$ cat src/rtl/comma_align_pkg.sv
`timescale 1ns/1ps
// Package: shared constants and state type for the comma aligner.
// Assumes 10-bit symbols, written with bit 9 as MSB.
package comma_align_pkg;
    localparam int SYM_BITS = 10;
    localparam logic [SYM_BITS-1:0] COMMA_POS = 10'b0101111100;

    typedef enum logic [1:0] {
        ST_SEARCH = 2'd0,
        ST_SETTLE = 2'd1,
        ST_LOCKED = 2'd2
    } align_state_t;
endpackage

$ cat src/rtl/comma_locate.sv
`timescale 1ns/1ps
// comma_locate: finds the positive comma in a window built from the
// previous valid word and the current one (serial order is LSB first).
// It reports whether the comma sits at offset 0 (lane 0), at offset SYM_W
// (lane 1), or at some other offset.
// Assumes that flush empties the window history: the next valid word only
// refills it and is not evaluated.
module comma_locate
    import comma_align_pkg::*;
#(
    parameter int SYM_W = 10
) (
    input  logic                 clk,
    input  logic                 rst_n,
    input  logic                 flush,
    input  logic                 rx_valid,
    input  logic [2*SYM_W-1:0]   rx_word,
    output logic                 win_valid,
    output logic                 at_lane0,
    output logic                 at_lane1,
    output logic                 at_other
);
    localparam int WORD_W = 2 * SYM_W;
    localparam int SPAN_W = 2 * WORD_W;

    logic [WORD_W-1:0] prev_q;
    logic              prev_ok;
    logic [SPAN_W-1:0] span;
    logic [WORD_W-1:0] hit;
    logic [WORD_W-1:0] other_mask;

    // Keep the last valid word as the low half of the detection window.
    always_ff @(posedge clk) begin
        if (!rst_n) begin
            prev_q  <= '0;
            prev_ok <= 1'b0;
        end else if (flush) begin
            prev_ok <= 1'b0;
        end else if (rx_valid) begin
            prev_q  <= rx_word;
            prev_ok <= 1'b1;
        end
    end

    assign span = {rx_word, prev_q};

    // One comparator for each bit offset of the window.
    for (genvar k = 0; k < WORD_W; k++) begin : g_off
        assign hit[k] = (span[k +: SYM_W] == COMMA_POS[SYM_W-1:0]);
    end

    // Mask that keeps only the offsets other than lane 0 and lane 1.
    always_comb begin
        other_mask        = '1;
        other_mask[0]     = 1'b0;
        other_mask[SYM_W] = 1'b0;
    end

    assign win_valid = rx_valid && prev_ok && !flush;
    assign at_lane0  = hit[0];
    assign at_lane1  = hit[SYM_W];
    assign at_other  = |(hit & other_mask);
endmodule

$ cat src/rtl/align_fsm.sv
`timescale 1ns/1ps
// align_fsm: search / settle / locked controller. It issues single-cycle
// slide requests, counts slides modulo WORD_W, and flags a wrap.
// Assumes the window flags are meaningful only when win_valid is high.
module align_fsm
    import comma_align_pkg::*;
#(
    parameter int WORD_W     = 20,
    parameter int SETTLE_CYC = 32,
    parameter int LOCK_N     = 4,
    parameter int LOSS_N     = 4
) (
    input  logic                      clk,
    input  logic                      rst_n,
    input  logic                      restart,
    input  logic                      win_valid,
    input  logic                      at_lane0,
    input  logic                      at_lane1,
    input  logic                      at_other,
    output logic                      flush,
    output logic                      slide_req,
    output logic                      aligned,
    output logic [$clog2(WORD_W)-1:0] slide_cnt,
    output logic                      wrap_err
);
    localparam int CNT_W = $clog2(WORD_W);
    localparam int SET_W = $clog2(SETTLE_CYC + 1);
    localparam int RUN_W = $clog2((LOCK_N > LOSS_N ? LOCK_N : LOSS_N) + 1);
    localparam logic [CNT_W-1:0] CNT_TOP = CNT_W'(WORD_W - 1);

    align_state_t     state;
    logic [SET_W-1:0] settle_q;
    logic [RUN_W-1:0] run_q;

    // The window is emptied on restart and during every settle period.
    assign flush = restart || (state == ST_SETTLE);

    // Sequencing of search, slide settling and lock tracking.
    always_ff @(posedge clk) begin
        if (!rst_n || restart) begin
            state     <= ST_SEARCH;
            settle_q  <= '0;
            run_q     <= '0;
            slide_req <= 1'b0;
            aligned   <= 1'b0;
            slide_cnt <= '0;
            wrap_err  <= 1'b0;
        end else begin
            slide_req <= 1'b0;
            case (state)
                ST_SEARCH: begin
                    if (win_valid) begin
                        if (at_lane0) begin
                            if (run_q == RUN_W'(LOCK_N - 1)) begin
                                state   <= ST_LOCKED;
                                aligned <= 1'b1;
                                run_q   <= '0;
                            end else begin
                                run_q <= run_q + 1'b1;
                            end
                        end else if (at_lane1 || at_other) begin
                            slide_req <= 1'b1;
                            run_q     <= '0;
                            settle_q  <= '0;
                            state     <= ST_SETTLE;
                            if (slide_cnt == CNT_TOP) begin
                                slide_cnt <= '0;
                                wrap_err  <= 1'b1;
                            end else begin
                                slide_cnt <= slide_cnt + 1'b1;
                            end
                        end
                    end
                end
                ST_SETTLE: begin
                    if (settle_q == SET_W'(SETTLE_CYC - 1)) begin
                        state <= ST_SEARCH;
                    end else begin
                        settle_q <= settle_q + 1'b1;
                    end
                end
                ST_LOCKED: begin
                    if (win_valid) begin
                        if (at_lane0) begin
                            run_q <= '0;
                        end else if (at_lane1) begin
                            if (run_q == RUN_W'(LOSS_N - 1)) begin
                                state   <= ST_SEARCH;
                                aligned <= 1'b0;
                                run_q   <= '0;
                            end else begin
                                run_q <= run_q + 1'b1;
                            end
                        end
                    end
                end
                default: state <= ST_SEARCH;
            endcase
        end
    end
endmodule

$ cat src/rtl/comma_aligner.sv
`timescale 1ns/1ps
// comma_aligner: top level. It word-aligns a two-lane 10-bit symbol stream
// on the positive comma and reports the number of bit slides applied.
// Assumes that the deserializer shifts its boundary by one bit for each
// slide_req pulse.
module comma_aligner #(
    parameter int WORD_W     = 20,
    parameter int SETTLE_CYC = 32,
    parameter int LOCK_N     = 4,
    parameter int LOSS_N     = 4
) (
    input  logic                      clk,
    input  logic                      rst_n,
    input  logic                      restart,
    input  logic                      rx_valid,
    input  logic [WORD_W-1:0]         rx_word,
    output logic                      slide_req,
    output logic                      aligned,
    output logic [$clog2(WORD_W)-1:0] slide_cnt,
    output logic                      wrap_err
);
    localparam int SYM_W = WORD_W / 2;

    logic flush, win_valid, at_lane0, at_lane1, at_other;

    comma_locate #(.SYM_W(SYM_W)) u_locate (
        .clk       (clk),
        .rst_n     (rst_n),
        .flush     (flush),
        .rx_valid  (rx_valid),
        .rx_word   (rx_word),
        .win_valid (win_valid),
        .at_lane0  (at_lane0),
        .at_lane1  (at_lane1),
        .at_other  (at_other)
    );

    align_fsm #(
        .WORD_W     (WORD_W),
        .SETTLE_CYC (SETTLE_CYC),
        .LOCK_N     (LOCK_N),
        .LOSS_N     (LOSS_N)
    ) u_fsm (
        .clk       (clk),
        .rst_n     (rst_n),
        .restart   (restart),
        .win_valid (win_valid),
        .at_lane0  (at_lane0),
        .at_lane1  (at_lane1),
        .at_other  (at_other),
        .flush     (flush),
        .slide_req (slide_req),
        .aligned   (aligned),
        .slide_cnt (slide_cnt),
        .wrap_err  (wrap_err)
    );
endmodule

$ cat config.mk
export PLATFORM = sky130hd
export DESIGN_NAME = comma_aligner
export DESIGN_NICKNAME = d
export VERILOG_FILES = /design/src/rtl/comma_align_pkg.sv /design/src/rtl/comma_locate.sv /design/src/rtl/align_fsm.sv /design/src/rtl/comma_aligner.sv
export SDC_FILE = /design/constraint.sdc
export NUM_CORES = 1
export LEC_CHECK = 0
export BUFFER_PORTS_ARGS = -buffer_cell sky130_fd_sc_hd__buf_2
export CAP_MARGIN = 10
export CORE_AREA = 2 2 71 73
export DETAILED_ROUTE_END_ITERATION = 10
export DIE_AREA = 0 0 73 75
export GPL_ROUTABILITY_DRIVEN = 0
export GPL_TIMING_DRIVEN = 0
export PLACE_DENSITY = 0.76
export SLEW_MARGIN = 5
export SYNTH_ARGS = -nofsm -noshare
export SYNTH_HDL_FRONTEND = slang
export SYNTH_SLANG_ARGS = --single-unit
$ cat constraint.sdc
create_clock -name clk -period 2.9 [get_ports clk]
set_input_delay 0.145 -clock clk [delete_from_list [all_inputs] [get_ports clk]]
set_output_delay 0.145 -clock clk [all_outputs]
set_load 0.01 [all_outputs]
# Word level (Yosys, flattened, before mapping)
# Cells that the tools add are included.
dict set report totals {
  ff_bits 40
  latchBits 0
  ram_bits 0
  mem_bits_ro 0
  in_bits 24
  output_inout_bits 8
  wordCells 109
  n_memories 0
}
dict set report op_classes {
  add_sub_neg 3
  n_mul 0
  div_mod_pow 0
  n_lt_le_gt_ge 0
  n_eq_ne 39
  shift 0
  n_mux 33
  n_bitwise 5
  n_reduce_logical 20
}
# cell count
set ops {}
lappend ops {{equality test 10 x 9 -> 1 bit (second input constant)} 20}
lappend ops {{two-way mux 6 bit} 4}
lappend ops {{two-way mux 3 bit} 7}
lappend ops {{two-way mux 2 bit} 9}
lappend ops {{OR reduction 18 bit} 1}
lappend ops {{AND reduction 8 bit} 2}
lappend ops {{AND reduction 5 bit} 3}
lappend ops {{!= test 2 x 1 -> 1 bit (second input constant)} 6}
lappend ops {{case mux 6 bit (2 select lines)} 1}
lappend ops {{!= test 2 bit (second input constant)} 5}
lappend ops {{!= test 3 x 2 -> 1 bit (second input constant)} 3}
lappend ops {{two-way mux 1 bit} 8}
lappend ops {{adder 6 x 1 -> 6 bit (second input constant)} 1}
lappend ops {{equality test 6 x 5 -> 1 bit (second input constant)} 1}
lappend ops {{case mux 2 bit (3 select lines)} 1}
lappend ops {{case mux 3 bit (2 select lines)} 1}
lappend ops {{adder 5 x 1 -> 5 bit (second input constant)} 1}
lappend ops {{equality test 5 bit (second input constant)} 1}
lappend ops {{two-way mux 5 bit} 1}
lappend ops {{NOT 1 bit} 5}
lappend ops {{AND reduction 4 bit} 1}
lappend ops {{nonzero test 2 bit} 2}
lappend ops {{OR reduction 4 bit} 1}
lappend ops {{adder 3 x 1 -> 3 bit (second input constant)} 1}
lappend ops {{other kinds (10)} 14}

# Logic depth before layout (Yosys ltp)
dict set report logic_depth {
  ltp_word 7
  mapped_depth 9
  depth_no_buf 7
}

# Modules after synthesis
# From an unflattened synthesis, not the netlist that was laid out.
dict set report hier_totals {
  hier_cells 263
  hier_area_um2 2147.1
}
# module instances cells_each area_each_um2 seq_area_each_um2
set by_module_without_submodules {}
lappend by_module_without_submodules {comma_locate 1 156 1199.9 420.4}
lappend by_module_without_submodules {align_fsm 1 107 947.2 380.4}

# Worst setup path before layout
# No wires, ideal clock.
dict set report synth_timing {
  path_type {reg2reg}
  from {register u_locate.prev_q[16]}
  to {register u_fsm.slide_cnt[3]}
  setup_time_ns 0.070
  arrival_time_ns 2.285
  setup_slack_ns 0.545
  path_stages_with_launch 9
  path_buffers 2
  path_cell_list {dfxtp_1 buf_6 or4_4 a2111oi_4 nor4_1 and3_1 buf_6 or4_1 a21oi_1}
}
dict set report synth_between {
  elab_chain_cells 4
  word_cells_on_any_way 13
}
# element line
set synth_lines {}
lappend synth_lines {{start: declaration} comma_locate.sv:26} ;# logic [WORD_W-1:0] prev_q;
lappend synth_lines {{start signal: assignment} comma_locate.sv:40} ;# prev_q <= rx_word;
lappend synth_lines {{equality test 10 x 9 -> 1 bit} comma_locate.sv:49} ;# assign hit[k] = (span[k +: SYM_W] == COMMA_POS[SYM_W-1:0]);
lappend synth_lines {{OR reduction 18 bit} comma_locate.sv:62} ;# assign at_other = |(hit & other_mask);
lappend synth_lines {{logical OR 1 bit *} align_fsm.sv:61} ;# end else if (at_lane1 || at_other) begin
lappend synth_lines {{AND reduction 4 bit (no source line) *} n/a}
lappend synth_lines {{end signal: assignment} align_fsm.sv:70} ;# slide_cnt <= slide_cnt + 1'b1;
lappend synth_lines {{end: declaration} align_fsm.sv:23} ;# output logic [$clog2(WORD_W)-1:0] slide_cnt,
# Every way passes the cells marked *; elsewhere a longest branch is shown, timed or not.
# A chain may end at the register's enable or synchronous reset.

# Final worst setup path
dict set report layout_timing {
  from {register u_locate.prev_q[9]}
  to {register u_fsm.settle_q[2]}
}
dict set report layout_between {
  elab_chain_cells 5
  word_cells_on_any_way 15
}
# element line
set layout_lines {}
lappend layout_lines {{equality test 10 x 9 -> 1 bit} comma_locate.sv:49}
lappend layout_lines {{OR reduction 18 bit} comma_locate.sv:62}
lappend layout_lines {{logical OR 1 bit} align_fsm.sv:61}
lappend layout_lines {{!= test 2 x 1 -> 1 bit (no source line)} n/a}
lappend layout_lines {{AND reduction 5 bit (no source line) *} n/a}
lappend layout_lines {{end signal: assignment} align_fsm.sv:79} ;# settle_q <= settle_q + 1'b1;
lappend layout_lines {{end: declaration} align_fsm.sv:32} ;# logic [SET_W-1:0] settle_q;
# Marks and branches as above.

==> impl_metrics.yaml <==
floorplan:
  fp.dieH_um: 75
  dieArea_um2: 5480
  rows: 25
  start_util: 0.474
  die-width_um: 73
  num_io_pins: 32
  core_um2: 4660
clocking:
  clock_latency_ns: 0.30
  cts_resized: 0
  h-tree-depth: 2
  cts_hold_buf: 0
  cts_setup_buffers: 0
  clock-sinks: 40
  cts_buffers: 5
  cts_tree: "built"
  cts.clk_slew.worst_paths_ns: 0.08
  cts_root_buf: "clkbuf_8"
  cts_max_path_buffers: 2
synthesis:
  ys_seq_elements: 40
  ys_types: 48
  yosys.area.top_type_share: 0.362
  yosysWarnings: 0
  synthesis.nets: 303
  netlist_area_um2: 2210
  synth_edf_count: 0
  synth.avg_cell_area_um2: 8.01
  netlist_instances: 276
  synth_seq_area_share: 0.362
  synth_top_area_cell: "dfxtp_1"
  yosys-top-cells-area: "dfxtp_1, nand2_1, a21boi_0, mux2i_1, nand4b_1"
  synth_ff_type: "dfxtp_1"
  ys_async_sr_fraction: 0
routing:
  drc: 0
  viasPerCell: 5.69
  highest_layer: "met4"
  ant_nets: 0
  detail_route.iter0.violations: 145
  first_pass_iters: 4
  wl_met3_um: 206
  wl_mm: 5.01
  wl_per_cell_um: 13.6
  vias: 2101
  wl_met2_mm: 2.34
  drt-met1-wl_mm: 2.36
critical_path:
  cp-start-kind: "flop"
  r2r_cells: 8
  path_cells: "and4b_1, and3_1, clkbuf_1, or2_1, or3_1, clkbuf_1, o21ai_0, a311oi_1"
  cpMostUsedCell: "clkbuf_1"
  r2r_start: "u_locate.prev_q[9]"
  regToRegEndpoint: "u_fsm.settle_q[2]"
  rrSetupSlack_ns: 0.33
  required_ns: 3.06
  arrival_ns: 2.73
  end_kind: "flop"
  worst-path-buf-inv: 2
  crit_start: "u_locate.prev_q[9]"
  slowest_stage: "dfxtp_1"
  path_delay_family: "simple AND/OR/NAND/NOR gates"
  cp.depth: 8
  cp_slowest_stage_delay_ns: 0.46
  crit_fanout: 10
  path_class: "reg2reg"
  endpoint: "u_fsm.settle_q[2]"
sta:
  fin_worst_skew_ns: 0.00927
  worst_pin_slew_ns: 0.480
  tns_ns: 0
  finalHoldViolCount: 0
  final.setup.worst_slack_ns: 0.335
  clock.fmax_ghz: 0.390
  maxSlewViolCount: 0
  period_share: 0.885
  period_minus_slack_ns: 2.57
  maxSlewHeadroom: 0.677
  rsz0062_at_grt: "no"
  setup_viol: 0
final_layout:
  drive_above_1_share: 0.152
  instances_no_fill: 369
  fin_area_um2: 2550
  area_growth_pct: 15.3
  antenna_cells: 0
  nFillCells: 441
  nNetsFinal: 341
outcome:
  status: "finished clean"
global_routing:
  grt_usage: 0.207
  grt_pass1_wl_mm: 8.89
  grt_max_degree: 15
  grt_antenna_before_repair: 0
  grt_pass1_vias: 2041
  grt_overflow: 0
power:
  leakage_nw: 0.886
  total_power_mw: 1.13
  power_density_nw_per_um2: 444
  peakVddDrop_v: 0.000318
placement:
  hpwl_mm: 3.72
  dp_cells: 361
  portBuffers: 31
  place_ws_ns: 0.377
  placed_cell_area_um2: 2430
worst_hold_path:
  hold_path.class: "in2reg"
job:
  drv_cap: 0
cell usage after synthesis (6+ instances only):
| cell | instances |
|---|---|
| nor2_1 | 13 |
| o21ai_0 | 6 |
| mux2i_1 | 6 |
| nand3_1 | 9 |
| dfxtp_1 | 40 |
| nand2b_1 | 8 |
| a21oi_1 | 10 |
| a21boi_0 | 21 |
| nand2_1 | 66 |
| clkbuf_1 | 11 |
| nand4b_1 | 6 |
area by class of cell:
| class | instances | area (µm²) | area share |
|---|---|---|---|
| plain buffers | 14 | 68.8 | 0.0270 |
| flip-flops and latches | 40 | 801 | 0.314 |
| inverters | 5 | 18.8 | 0.00736 |
| clock inverters | 3 | 46.3 | 0.0182 |
| clock buffers | 5 | 68.8 | 0.0270 |
| multi-input cells | 217 | 1320 | 0.519 |
| well taps | 54 | 67.6 | 0.0265 |
| repair buffers | 31 | 155 | 0.0609 |
tightest hold or removal path, cell delays in order:
cell and delay, ns:
buf_2 0.09, nand2_1 0.04, a21boi_0 0.06
kinds of logic (layout without fill, tap and decap cells):
group / count (synthesis) / count (layout) / share of synthesized area
AO/OA/AOI/OAI: 60 / 60 / 0.201
XOR/XNOR: 1 / 1 / 0.00396
AND/OR/NAND/NOR: 147 / 147 / 0.349
multiplexers: 6 / 6 / 0.0272
flip-flops: 40 / 40 / 0.362
adder cells (fa/ha/maj): 3 / 3 / 0.0170
buffers and inverters: 19 / 58 / 0.0396
cell usage in the layout (no fill, tap or decap), drive strengths merged, types with 8 or more instances in the layout:
cell type / netlist / final
buf: 3 / 34
a21oi: 10 / 10
nand2b: 8 / 8
dfxtp: 40 / 40
nor2: 13 / 13
nand2: 66 / 66
a21boi: 21 / 21
nand3: 9 / 9
clkbuf: 11 / 16
per-layer routing:
| layer | global-route usage | vias to the layer above |
|---|---|---|
| met5 | 0 | - |
| met4 | 0.0988 | 0 |
| met3 | 0.0442 | 7 |
| met2 | 0.329 | 49 |
| met1 | 0.268 | 968 |
| li1 | - | 1077 |
stage by stage:
stage | utilization | hold WS, ns
floorplan | - | 0.290
global placement | 0.522 | 0.395
detailed placement | 0.522 | 0.405
CTS | 0.547 | 0.0822
global route | 0.547 | 0.0991
finish | 0.547 | 0.0917
flip-flops by register name, indices dropped and copies added (netlist names):
register          flops
u_fsm.wrap_err        1
u_locate.prev_q      20
u_fsm.aligned         1
u_fsm.state           2
u_locate.prev_ok      1
u_fsm.run_q           3
u_fsm.slide_req       1
u_fsm.settle_q        6
u_fsm.slide_cnt       5
worst min path at each step:
| stage | from | end | slack, ns | cells past startpoint |
|---|---|---|---|---|
| finish | rx_word[19] | u_locate.prev_q[19] | 0.09 | 3 |
| global route | rx_word[14] | u_locate.prev_q[14] | 0.1 | 3 |
| CTS | rx_word[19] | u_locate.prev_q[19] | 0.08 | 3 |
| detailed placement | rx_word[19] | u_locate.prev_q[19] | 0.41 | 3 |
| global placement | rx_word[14] | u_locate.prev_q[14] | 0.39 | 3 |
| floorplan | rx_word[0] | u_locate.prev_q[0] | 0.29 | 2 |
power by group:
part | leakage, nW | switching (mW) | internal [mW]
sequential | 0.325 | 0.0183 | 0.562
combinational | 0.507 | 0.0491 | 0.0382
clock | 0.0548 | 0.206 | 0.259
Note: power is estimated with default switching activity, not from simulation.
